==> src/rtl/cbb_pkg.sv <==
package cbb_pkg;
  typedef enum logic [1:0] {
    ST_IDLE   = 2'd0,
    ST_LAUNCH = 2'd1,
    ST_CONV   = 2'd2
  } cbb_state_e;

  localparam int STAT_RDY_BIT = 7;
  localparam int STAT_OVR_BIT = 0;
endpackage

==> src/rtl/cbb_sync.sv <==
module cbb_sync #(
  parameter int   STAGES  = 2,
  parameter logic RST_VAL = 1'b0
) (
  input  logic clk,
  input  logic rst_n,
  input  logic d_i,
  output logic q_o
);
  logic [STAGES-1:0] chain_q;

  generate
    for (genvar g = 0; g < STAGES; g++) begin : g_stage
      if (g == 0) begin : g_first
        always_ff @(posedge clk or negedge rst_n) begin
          if (!rst_n) chain_q[0] <= RST_VAL;
          else        chain_q[0] <= d_i;
        end
      end else begin : g_next
        always_ff @(posedge clk or negedge rst_n) begin
          if (!rst_n) chain_q[g] <= RST_VAL;
          else        chain_q[g] <= chain_q[g-1];
        end
      end
    end
  endgenerate

  assign q_o = chain_q[STAGES-1];
endmodule

==> src/rtl/cbb_launch.sv <==
module cbb_launch
  import cbb_pkg::*;
#(
  parameter int MIN_PULSE = 8
) (
  input  logic clk,
  input  logic rst_n,
  input  logic start_evt_i,
  input  logic rdy_line_i,
  input  logic ovr_clr_i,
  output logic bc_o,
  output logic busy_o,
  output logic ovr_o
);
  localparam int CNT_W = $clog2(MIN_PULSE + 1);
  localparam logic [CNT_W-1:0] CNT_LAST = CNT_W'(MIN_PULSE - 1);

  cbb_state_e       state_q, state_d;
  logic [CNT_W-1:0] cnt_q, cnt_d;
  logic             bc_q, bc_d;
  logic             ovr_q, ovr_d;
  logic             cnt_en;
  logic             width_met;

  assign busy_o    = (state_q != ST_IDLE);
  assign width_met = (cnt_q == CNT_LAST);
  assign cnt_en    = (state_q == ST_LAUNCH) && !width_met;

  always_comb begin
    state_d = state_q;
    cnt_d   = cnt_q;
    case (state_q)
      ST_IDLE: begin
        if (start_evt_i) begin
          state_d = ST_LAUNCH;
          cnt_d   = '0;
        end
      end
      ST_LAUNCH: begin
        if (cnt_en) cnt_d = cnt_q + 1'b1;
        if (width_met && rdy_line_i) state_d = ST_CONV;
      end
      ST_CONV: begin
        if (!rdy_line_i) state_d = ST_IDLE;
      end
      default: state_d = ST_IDLE;
    endcase
    bc_d  = (state_d == ST_LAUNCH);
    ovr_d = (start_evt_i && busy_o) || (ovr_q && !ovr_clr_i);
  end

  always_ff @(posedge clk or negedge rst_n) begin
    if (!rst_n) begin
      state_q <= ST_IDLE;
      cnt_q   <= '0;
      bc_q    <= 1'b0;
      ovr_q   <= 1'b0;
    end else begin
      state_q <= state_d;
      cnt_q   <= cnt_d;
      bc_q    <= bc_d;
      ovr_q   <= ovr_d;
    end
  end

  assign bc_o  = bc_q;
  assign ovr_o = ovr_q;

  // Checker state: length of the current high run of the blank/convert line
  int unsigned hi_run;
  always_ff @(posedge clk or negedge rst_n) begin
    if (!rst_n)    hi_run <= 0;
    else if (bc_q) hi_run <= hi_run + 1;
    else           hi_run <= 0;
  end


  launch_on_start_chk: assert property (@(posedge clk) disable iff (!rst_n)
    (start_evt_i && !busy_o) |=> bc_o);


  pulse_width_chk: assert property (@(posedge clk) disable iff (!rst_n)
    $fell(bc_o) |-> (hi_run >= MIN_PULSE));


  release_on_ready_chk: assert property (@(posedge clk) disable iff (!rst_n)
    $fell(bc_o) |-> $past(rdy_line_i));


  conv_done_chk: assert property (@(posedge clk) disable iff (!rst_n)
    (busy_o && !bc_o && !rdy_line_i) |=> !busy_o);


  busy_start_ignored_chk: assert property (@(posedge clk) disable iff (!rst_n)
    (start_evt_i && busy_o && !bc_o) |=> !bc_o);


  ovr_set_chk: assert property (@(posedge clk) disable iff (!rst_n)
    (start_evt_i && busy_o) |=> ovr_o);


  ovr_hold_chk: assert property (@(posedge clk) disable iff (!rst_n)
    (ovr_o && !ovr_clr_i) |=> ovr_o);
endmodule

==> src/rtl/cbb_rdmux.sv <==
module cbb_rdmux
  import cbb_pkg::*;
#(
  parameter int DATA_W     = 10,
  parameter int BUS_W      = 8,
  parameter bit RIGHT_JUST = 1'b0
) (
  input  logic              sel_stat_i,
  input  logic              sel_hi_i,
  input  logic              sel_lo_i,
  input  logic [DATA_W-1:0] data_i,
  input  logic              rdy_line_i,
  input  logic              ovr_i,
  output logic [BUS_W-1:0]  rdata_o,
  output logic              oe_o
);
  localparam int LO_W = DATA_W - BUS_W;

  logic [BUS_W-1:0] hi_word, lo_word, stat_word;

  generate
    if (RIGHT_JUST) begin : g_right
      assign hi_word = {{(BUS_W-LO_W){1'b0}}, data_i[DATA_W-1 -: LO_W]};
      assign lo_word = data_i[BUS_W-1:0];
    end else begin : g_left
      assign hi_word = data_i[DATA_W-1 -: BUS_W];
      assign lo_word = {data_i[LO_W-1:0], {(BUS_W-LO_W){1'b0}}};
    end
  endgenerate

  always_comb begin
    stat_word               = '0;
    stat_word[STAT_RDY_BIT] = rdy_line_i;
    stat_word[STAT_OVR_BIT] = ovr_i;
  end

  always_comb begin
    rdata_o = '0;
    if (sel_stat_i)    rdata_o = stat_word;
    else if (sel_hi_i) rdata_o = hi_word;
    else if (sel_lo_i) rdata_o = lo_word;
  end

  assign oe_o = sel_stat_i || sel_hi_i || sel_lo_i;
endmodule

==> src/rtl/conv_bus_bridge.sv <==
module conv_bus_bridge #(
  parameter int DATA_W      = 10,
  parameter int BUS_W       = 8,
  parameter int MIN_PULSE   = 8,
  parameter int SYNC_STAGES = 2,
  parameter bit RIGHT_JUST  = 1'b0
) (
  input  logic              clk,
  input  logic              rst_n,
  input  logic              bus_rd_n,
  input  logic              bus_wr_n,
  input  logic              sel_start_n,
  input  logic              sel_hi_n,
  input  logic              sel_lo_n,
  input  logic              sel_stat_n,
  output logic [BUS_W-1:0]  bus_rdata,
  output logic              bus_oe,
  output logic              cvt_bc,
  input  logic              cvt_rdy_n,
  input  logic [DATA_W-1:0] cvt_data
);
  logic wr_act, wr_act_q, start_evt;
  logic rd_act, s_stat, s_hi, s_lo;
  logic stat_q, ovr_clr;
  logic rdy_line, busy, ovr;

  // Start strobe: one event per write access to the start address
  assign wr_act    = !sel_start_n && !bus_wr_n;
  assign start_evt = wr_act && !wr_act_q;

  // Read decode with status > high > low priority
  assign rd_act = !bus_rd_n;
  assign s_stat = rd_act && !sel_stat_n;
  assign s_hi   = rd_act && sel_stat_n && !sel_hi_n;
  assign s_lo   = rd_act && sel_stat_n && sel_hi_n && !sel_lo_n;

  // The overrun flag clears once a status read has ended
  assign ovr_clr = stat_q && !s_stat;

  always_ff @(posedge clk or negedge rst_n) begin
    if (!rst_n) begin
      wr_act_q <= 1'b0;
      stat_q   <= 1'b0;
    end else begin
      wr_act_q <= wr_act;
      stat_q   <= s_stat;
    end
  end

  cbb_sync #(
    .STAGES  (SYNC_STAGES),
    .RST_VAL (1'b0)
  ) u_rdy_sync (
    .clk   (clk),
    .rst_n (rst_n),
    .d_i   (cvt_rdy_n),
    .q_o   (rdy_line)
  );

  cbb_launch #(
    .MIN_PULSE (MIN_PULSE)
  ) u_launch (
    .clk         (clk),
    .rst_n       (rst_n),
    .start_evt_i (start_evt),
    .rdy_line_i  (rdy_line),
    .ovr_clr_i   (ovr_clr),
    .bc_o        (cvt_bc),
    .busy_o      (busy),
    .ovr_o       (ovr)
  );

  cbb_rdmux #(
    .DATA_W     (DATA_W),
    .BUS_W      (BUS_W),
    .RIGHT_JUST (RIGHT_JUST)
  ) u_rdmux (
    .sel_stat_i (s_stat),
    .sel_hi_i   (s_hi),
    .sel_lo_i   (s_lo),
    .data_i     (cvt_data),
    .rdy_line_i (rdy_line),
    .ovr_i      (ovr),
    .rdata_o    (bus_rdata),
    .oe_o       (bus_oe)
  );


  bus_quiet_chk: assert property (@(posedge clk) disable iff (!rst_n)
    (bus_rd_n || (sel_stat_n && sel_hi_n && sel_lo_n)) |-> (!bus_oe && bus_rdata == '0));


  stat_pad_chk: assert property (@(posedge clk) disable iff (!rst_n)
    (!bus_rd_n && !sel_stat_n) |-> (bus_rdata[BUS_W-2:1] == '0));


  idle_out_chk: assert property (@(posedge clk) disable iff (!rst_n)
    (!busy) |-> !cvt_bc);
endmodule

==> config.mk <==
export PLATFORM = sky130hd
export DESIGN_NAME = conv_bus_bridge
export DESIGN_NICKNAME = d
export VERILOG_FILES = /design/src/rtl/cbb_pkg.sv /design/src/rtl/cbb_sync.sv /design/src/rtl/cbb_launch.sv /design/src/rtl/cbb_rdmux.sv /design/src/rtl/conv_bus_bridge.sv
export SDC_FILE = /design/constraint.sdc
export NUM_CORES = 1
export LEC_CHECK = 0
export BUFFER_PORTS_ARGS = -buffer_cell sky130_fd_sc_hd__buf_2
export CORE_ASPECT_RATIO = 0.9
export CORE_MARGIN = 2
export CORE_UTILIZATION = 28
export CTS_CLUSTER_DIAMETER = 100
export DETAILED_ROUTE_END_ITERATION = 10
export HOLD_SLACK_MARGIN = 0.05
export PLACE_DENSITY_LB_ADDON = 0.05
export REMOVE_ABC_BUFFERS = 1
export SLEW_MARGIN = 20
export SYNTH_ARGS = -nofsm -noshare
export SYNTH_HDL_FRONTEND = slang
export SYNTH_HIERARCHICAL = 1
export SYNTH_SLANG_ARGS = --single-unit
==> constraint.sdc <==
create_clock -name clk -period 1.74 [get_ports clk]
set_clock_uncertainty 0.05 [all_clocks]
set_input_delay 0.261 -clock clk [delete_from_list [all_inputs] [get_ports clk]]
set_output_delay 0.261 -clock clk [all_outputs]
set_load 0.005 [all_outputs]
==> results of run 1 <==
sequential cells by signal (all words and copies together), names as in the netlist:
register and cells:
stat_q 1, u_launch/cnt_q 4, u_launch/bc_o 1, u_launch/ovr_o 1
u_launch/state_q 2, u_rdy_sync/chain_q 1, u_rdy_sync/q_o 1, wr_act_q 1
routing by layer:
layer,vias to the layer above,wire (um),track usage (%)
met5,-,0,0
met3,2,82,5.45
met1,262,653,15.0
li1,305,-,-
met2,13,611,16.3
met4,0,12,3.75
cell families after synthesis:
logic type	after synthesis	share of synthesized area (%)
compound gates	15	16.1
flops	12	46.6
buf+inv	5	4.08
fa+ha+maj	1	1.94
mux	1	1.75
simple gates	30	29.5
how the worst max path moves through the flow:
stage	startpoint	slack (ps)	endpoint
after floorplan	u_launch/cnt_q[0]	220	u_launch/cnt_q[0]
after global placement	u_launch/cnt_q[0]	160	u_launch/cnt_q[0]
after detailed placement	u_launch/cnt_q[0]	140	u_launch/cnt_q[0]
after CTS	u_launch/cnt_q[0]	120	u_launch/cnt_q[0]
after global routing	u_launch/cnt_q[0]	60	u_launch/cnt_q[0]
final	u_launch/cnt_q[0]	130	u_launch/cnt_q[0]
cells in the final DEF (no fill, tap or decap), types with 2 or more instances in the layout:
master         instances
a21oi_1                4
nand2_1                3
and2_1                 6
clkbuf_4               3
nor2_1                 2
inv_1                  3
nand3b_1               2
nor3_1                 3
buf_2                 28
a31oi_1                3
nand3_1                4
dfrtp_1               12
dlygate4sd3_1          2
buf_4                  5
a22o_1                 3
area by class of cell:
class                      instances  area share (%)
timing repair buffer              35            22.0
sequential                        12            33.5
inverter                           3            1.26
clock buffer                       4            4.04
multi-input combinational         47            35.4
tap                               27            3.77
report_power, final:
part | switching (mW) | internal, mW | leakage (nW)
registers | 0.0689 | 0.362 | 0.144
logic | 0.174 | 0.214 | 0.276
clock network | 0.0889 | 0.127 | 0.0210
total | 0.332 | 0.703 | 0.441
critical path, stage by stage, from the launching register on:
cell and delay [ps]:
dfrtp_1 420, ha_1 250, and3b_1 260, or4b_1 480
nand3_1 90
==> run_results.csv, run 1 <==
group,metric,value,unit
cts,cts_root_buffer,"clkbuf_4",
synth,synth_area_leaders,"dfrtp_1 47%, and2_1 5.8%, a22o_1 4.1%, a21oi_1 3.1%, nand3_1 3.1%",
layout,n_antenna_cell,0,
drt,wl_per_cell,10.6,um
timing,min_period,1610,ps
global_routing,antenna_found_initial,0,
synth,synth_area,644,sq um
synth,synthTopCellsByCount,"12 x dfrtp_1, 6 x and2_1, 4 x a21oi_1, 4 x nand3_1",
drt,first_iter_violations,7,
die,initial_core_util,29.5,%
setup_path,worstPathRequired,1900,ps
layout,fin_area,897,sq um
die,rows,16,
worst_hold_path,hp-class,"input port to flop",
cts,cts_tree,"built",
timing,setup_tns,0,ps
drt,finalWirelength,1.36,mm
placed_design,place_inst,122,
power,powerDensity,1150,nW/um^2
die,die_width,54.6,um
timing,drv_slew,0,
setup_path,rr_startpoint,"u_launch/cnt_q[0]",
power,ir_worst_vdd,0.598,mV
layout,fin_nets,122,
placed_design,port_buffers,28,
global_routing,grtUsageTotal,11.4,%
synth,ys_seq_area_share,46.6,%
drt,routed_via_density,4.55,
setup_path,worst-r2r-cell-count,4,
setup_path,worstPathArrival,1770,ps
synth,ys_warn_count,6,
drt,drtPass1Iterations,4,
placed_design,routabilityCongestion,0.724,
die,die_y,49.5,um
run,cap_violations,0,
cts,clock_latency,270,ps
layout,area_growth,39.2,%
layout,drive_gt1_share,41.6,%
layout,fin_util,41.1,%
timing,slew_headroom,81.9,%
timing,timing.final.ws_setup,130,ps
synth,syn-instance-count,64,
synth,syn_avg_cell_area,10.1,sq um
power,finalPower,1.03,mW
cts,cts.reportedPaths.clkPinSlew,70,ps
setup_path,r2r_end,"u_launch/cnt_q[0]",
timing,fmax,621,MHz
synth,yosysMostFrequentCell,"dfrtp_1",
timing,holdWs,96.8,ps
cts,cts_buffer_depth,2,
timing,rsz0062_at_grt,"no",
synth,synth-edff-count,0,
synth,synth_seq_cells,12,
drt,vias,582,
setup_path,path_max_fanout,7,
worst_hold_path,hold_start,"sel_start_n",
timing,hold_viol_final,0,
cts,ctsResizeCount,0,
die,coreArea,2180,sq um
drt,drc,0,
power,power_leakage,0.441,nW
placed_design,dp_hpwl,1.04,mm
worst_hold_path,hold_depth,2,
placed_design,postPlaceCellArea,841,sq um
layout,register_area,300,sq um
cts,hold_buffers,2,
status,status,"completed",
synth,yosysUniqueCellTypes,30,
cts,h-tree-depth,1,
setup_path,r2r_slack,130,ps
timing,fin_crit_sh,92.5,%
worst_hold_path,holdPathEnd,"wr_act_q",
layout,fin_cells,128,
timing,finalSetupViolCount,0,
drt,ant_nets,0,
layout,multiInputGateArea,318,sq um
synth,synthArstFlopShare,100,%
synth,synth_top_area_share,46.6,%
timing,worstMarginPinSlew,272,ps
global_routing,overflow,0,
cts,post_cts_buffers,0,
synth,synth_flop_cell,"dfrtp_1",
die,io_pins,29,
placed_design,dp_worst_setup_slack,140,ps
setup_path,start_kind,"flop",
synth,synth_top_cell_by_area,"dfrtp_1",
global_routing,grt_pass1_vias,503,
global_routing,grt_max_degree,14,
die,die-area,2700,sq um
global_routing,grt_pass1_wl,2.19,mm
layout,fillerInstances,229,
cts,numCtsBuffers,3,
setup_path,critPathKind,"flop to flop",
setup_path,end_kind,"flop",
cts,cts_sinks,12,
Power figures use the tool's default switching activity.
==> inputs of run 2 (changes only) <==
--- a/config.mk
+++ b/config.mk
@@ -6,7 +6,6 @@
 export NUM_CORES = 1
 export LEC_CHECK = 0
 export BUFFER_PORTS_ARGS = -buffer_cell sky130_fd_sc_hd__buf_2
-export CORE_ASPECT_RATIO = 0.9
 export CORE_MARGIN = 2
 export CORE_UTILIZATION = 28
 export CTS_CLUSTER_DIAMETER = 100
==> run 2 against run 1 <==
Against the previous run:
- maximum frequency shrank 1.5%
- final area increased by 0.14%
- routed wire length rose by 5.2%
- critical endpoint unchanged
- largest cell class unchanged
- largest power group unchanged
==> run_results.csv, run 2 (synthesis results as in run 1) <==
group,metric,value,unit
status,status,"completed",
drt,drc,0,
timing,fin_crit_sh,93.9,%
global_routing,grt_max_degree,14,
layout,area_growth,39.4,%
global_routing,grtUsageTotal,12.2,%
drt,first_iter_violations,13,
placed_design,port_buffers,28,
setup_path,worstPathArrival,1790,ps
layout,largest_reg_flops,4,
drt,ant_nets,0,
die,rows,17,
drt,vias,585,
layout,drive_gt1_share,41.6,%
drt,drtPass1Iterations,4,
setup_path,critPathKind,"flop to flop",
die,coreArea,2190,sq um
die,die_width,52.0,um
timing,rsz0062_at_grt,"no",
worst_hold_path,hp-class,"input port to flop",
timing,worstMarginPinSlew,276,ps
die,die-area,2700,sq um
layout,fin_util,41.0,%
layout,final_common_cell,"buf_2",
global_routing,overflow,0,
timing,finalSetupViolCount,0,
drt,wl_per_cell,11.1,um
setup_path,path_max_fanout,7,
cts,cts_buffer_depth,2,
timing,fmax,612,MHz
cts,cts_root_buffer,"clkbuf_4",
drt,routed_via_density,4.53,
setup_path,start_kind,"flop",
global_routing,antenna_found_initial,0,
timing,hold_viol_final,0,
layout,n_antenna_cell,0,
run,cap_violations,0,
cts,ctsResizeCount,0,
timing,drv_slew,0,
cts,numCtsBuffers,3,
layout,largestRegisters,"u_launch/cnt_q: 4 flops, u_launch/state_q: 2 flops",
die,initial_core_util,29.4,%
power,power_leakage,0.441,nW
setup_path,end_kind,"flop",
placed_design,dp_hpwl,1.08,mm
cts,clock_latency,270,ps
timing,min_period,1630,ps
timing,setup_tns,0,ps
cts,post_cts_buffers,0,
cts,h-tree-depth,1,
layout,top_register,"u_launch/cnt_q",
layout,register_area,300,sq um
layout,fin_nets,122,
layout,fillerInstances,242,
placed_design,routabilityCongestion,0.781,
setup_path,worstPathRequired,1900,ps
cts,cts.reportedPaths.clkPinSlew,70,ps
layout,final_cell_mix,"28 x buf_2, 12 x dfrtp_1, 6 x and2_1, 5 x buf_4",
die,io_pins,29,
drt,finalWirelength,1.43,mm
global_routing,grt_pass1_vias,543,
global_routing,grt_pass1_wl,2.36,mm
power,ir_worst_vdd,0.708,mV
cts,cts_tree,"built",
power,powerDensity,1160,nW/um^2
layout,multiInputGateArea,318,sq um
die,die_y,52.0,um
timing,slew_headroom,81.6,%
cts,cts_sinks,12,
run 2: cell counts in the layout (fill, tap and decap cells not counted):
Identical to the previous run, type by type.
run 2: critical path: stages (launching register included):
cell and delay (ps):
dfrtp_1 420, ha_1 250, and3b_1 270, or4b_1 490, nand3_1 90
run 2: worst paths after layout:
kind	slack (ps)	to	cells past startpoint	from
min in group asynchronous	350	u_rdy_sync/chain_q[0]	2	rst_n
hold / removal	100	wr_act_q	2	sel_start_n
max in group asynchronous	1080	u_launch/cnt_q[2]	2	rst_n
hold reg to reg	300	u_rdy_sync/q_o	0	u_rdy_sync/chain_q[0]
setup / recovery	110	u_launch/cnt_q[0]	4	u_launch/cnt_q[0]
setup reg to reg	110	u_launch/cnt_q[0]	4	u_launch/cnt_q[0]
run 2: report_power, final:
part | internal (mW) | total [mW] | switching, mW
Clock | 0.127 | 0.214 | 0.0869
Combinational | 0.216 | 0.400 | 0.184
Sequential | 0.362 | 0.431 | 0.0693
Total | 0.705 | 1.05 | 0.340
run 2: layout make-up:
type,count,share of cell area (%)
tap,28,3.90
timing repair buffer,35,22.0
inverter,3,1.25
multi-input combinational,47,35.4
sequential,12,33.4
clock buffer,4,4.04
run 2: repair_timing:
action / CTS / global route
setup endpoints to repair: 0 / 0
hold buffers: 2 / 0
endpoints found under the hold margin: 13 / 0
run 2: metrics by stage:
step | setup WS [ps] | instances | power [mW] | cell area [sq um] | hold slack [ps]
after floorplan | 219 | 62 | 0.679 | 629 | -84.6
after global placement | 156 | 123 | 0.827 | 842 | 101
after detailed placement | 134 | 123 | 0.829 | 842 | 106
after CTS | 102 | 129 | 1.06 | 898 | 81.0
after global routing | 17.0 | 129 | 1.14 | 898 | 83.8
final | 106 | 129 | 1.05 | 898 | 95.6
run 2: routing by layer:
metal  global-route usage [%]  vias to the layer above  part of all wire, %
li1                         -                      307                    -
met1                     14.8                      267                   48
met2                     18.8                        9                   47
met3                     5.17                        2                  4.1
met4                     5.26                        0                 0.63
met5                        0                        -                    0
==> inputs of run 3 (changes only) <==
==> constraint.sdc (replaced) <==
create_clock -name clk -period 1.6 [get_ports clk]
set_clock_uncertainty 0.05 [all_clocks]
set_input_delay 0.24 -clock clk [delete_from_list [all_inputs] [get_ports clk]]
set_output_delay 0.24 -clock clk [all_outputs]
set_load 0.005 [all_outputs]
==> run 3 against run 2 <==
Against the previous run:
- worst hold slack worse by 26 ps
- global-route usage about the same
- clock power up 11%
- via count up 3.8%
- final area up 1.7%
- total power up 10%
- maximum frequency up 7.4%
- utilization up 0.69 points
- worst setup slack worse by 27 ps
- die area unchanged
- largest power group unchanged
- non-clock buffer count up 2
==> run_results.csv, run 3 (synthesis results as in run 1) <==
group,metric,value,unit
placed_design,port_buffers,28,
die,die_width,52.0,um
worst_hold_path,hp-class,"input port to flop",
drt,drtPass1Iterations,4,
cts,cts_buffer_depth,2,
setup_path,critPathKind,"flop to flop",
setup_path,path_max_fanout,5,
timing,rsz0062_at_grt,"no",
drt,finalWirelength,1.40,mm
drt,routed_via_density,4.63,
global_routing,grt_max_degree,14,
cts,numCtsBuffers,3,
setup_path,worstPathArrival,1680,ps
timing,drv_slew,0,
layout,largestRegisters,"u_launch/cnt_q: 4 flops, u_launch/state_q: 2 flops",
cts,h-tree-depth,1,
setup_path,crit_chain,"ha_1, and3b_1, or4b_1, nand3_1",
die,coreArea,2190,sq um
global_routing,grt_pass1_vias,569,
timing,setup_tns,0,ps
cts,cts_sinks,12,
die,io_pins,29,
layout,final_cell_mix,"28 x buf_2, 12 x dfrtp_1, 7 x buf_4, 6 x and2_1",
layout,fillerInstances,220,
global_routing,overflow,0,
setup_path,start_kind,"flop",
drt,wl_met2,661,um
layout,largest_reg_flops,4,
drt,m1WireLength,651,um
drt,wl_per_cell,10.7,um
setup_path,crit_buf_inv,0,
drt,wl_met3,73,um
setup_path,end_kind,"flop",
timing,timing.final.ws_setup,78.6,ps
drt,first_iter_violations,6,
drt,ant_nets,0,
global_routing,grtUsageTotal,12.2,%
layout,fin_nets,124,
setup_path,critPathMaxStageDelay,480,ps
die,die-area,2700,sq um
placed_design,dp_hpwl,1.09,mm
drt,vias,607,
run,cap_violations,0,
power,powerDensity,1260,nW/um^2
die,rows,17,
layout,area_growth,41.7,%
layout,drive_gt1_share,42.7,%
cts,ctsResizeCount,0,
drt,drc,0,
timing,worstMarginPinSlew,268,ps
cts,cts.reportedPaths.clkPinSlew,70,ps
timing,slew_headroom,82.2,%
placed_design,routabilityCongestion,0.749,
status,status,"completed",
die,initial_core_util,29.4,%
layout,top_register,"u_launch/cnt_q",
setup_path,cp_slowest_cell,"or4b_1",
global_routing,grt_pass1_wl,2.37,mm
cts,clock_latency,270,ps
placed_design,dp_worst_setup_slack,105,ps
timing,finalSetupViolCount,0,
die,die_y,52.0,um
layout,n_antenna_cell,0,
setup_path,worstPathRequired,1760,ps
setup_path,crit_family,"simple AND/OR/NAND/NOR gates",
power,power_leakage,0.452,nW
global_routing,antenna_found_initial,0,
power,finalPower,1.15,mW
timing,fin_crit_sh,95.1,%
drt,top_layer,"met4",
cts,cts_tree,"built",
layout,final_common_cell,"buf_2",
timing,hold_viol_final,0,
power,ir_worst_vdd,0.755,mV
timing,fmax,657,MHz
timing,min_period,1520,ps
cts,cts_root_buffer,"clkbuf_4",
[run 3: changes by cell type in the layout (fill, tap and decap cells not counted)]
cell	previous run	this run
buf_4	5	7
[run 3: area by class of cell]
class	count	area (sq um)	area share, %
inverter	3	11.3	1.23
clock buffer	4	36.3	3.97
multi-input combinational	47	318	34.8
timing repair buffer	37	213	23.3
tap	28	35.0	3.84
sequential	12	300	32.9
[run 3: per-layer routing]
metal,vias up,global-route usage [%]
li1,311,-
met1,283,15.1
met2,11,19.2
met3,2,5.17
met4,0,3.95
met5,-,0
[run 3: repair_timing]
item,in CTS,in global routing
endpoints found under the hold margin,13,0
buffers inserted,0,0
hold buffers,2,0
[run 3: report_power, final]
part | switching (mW) | internal, mW | total, mW
Sequential | 0.0770 | 0.394 | 0.471
Clock | 0.0984 | 0.138 | 0.237
Combinational | 0.194 | 0.253 | 0.447
[run 3: metrics by stage]
stage                     area [sq um]  utilization (%)  hold WS, ps  cells
after CTS                          913             41.7         60.2    131
after floorplan                    629                -         -106     62
after detailed placement           857             39.1         87.6    125
after global routing               913             41.7         63.1    131
final                              913             41.7         69.3    131
after global placement             857             39.1         86.3    125
[run 3: path summary, 6_finish.rpt]
path                                       start               endpoint  slack (ps)  cells past startpoint
setup / recovery               u_launch/cnt_q[0]      u_launch/cnt_q[0]          80                      4
hold / removal                       sel_start_n               wr_act_q          70                      2
setup reg to reg               u_launch/cnt_q[0]      u_launch/cnt_q[0]          80                      4
hold reg to reg            u_rdy_sync/chain_q[0]         u_rdy_sync/q_o         310                      0
max in group asynchronous                  rst_n      u_launch/cnt_q[2]         970                      2
min in group asynchronous                  rst_n  u_rdy_sync/chain_q[0]         320                      2
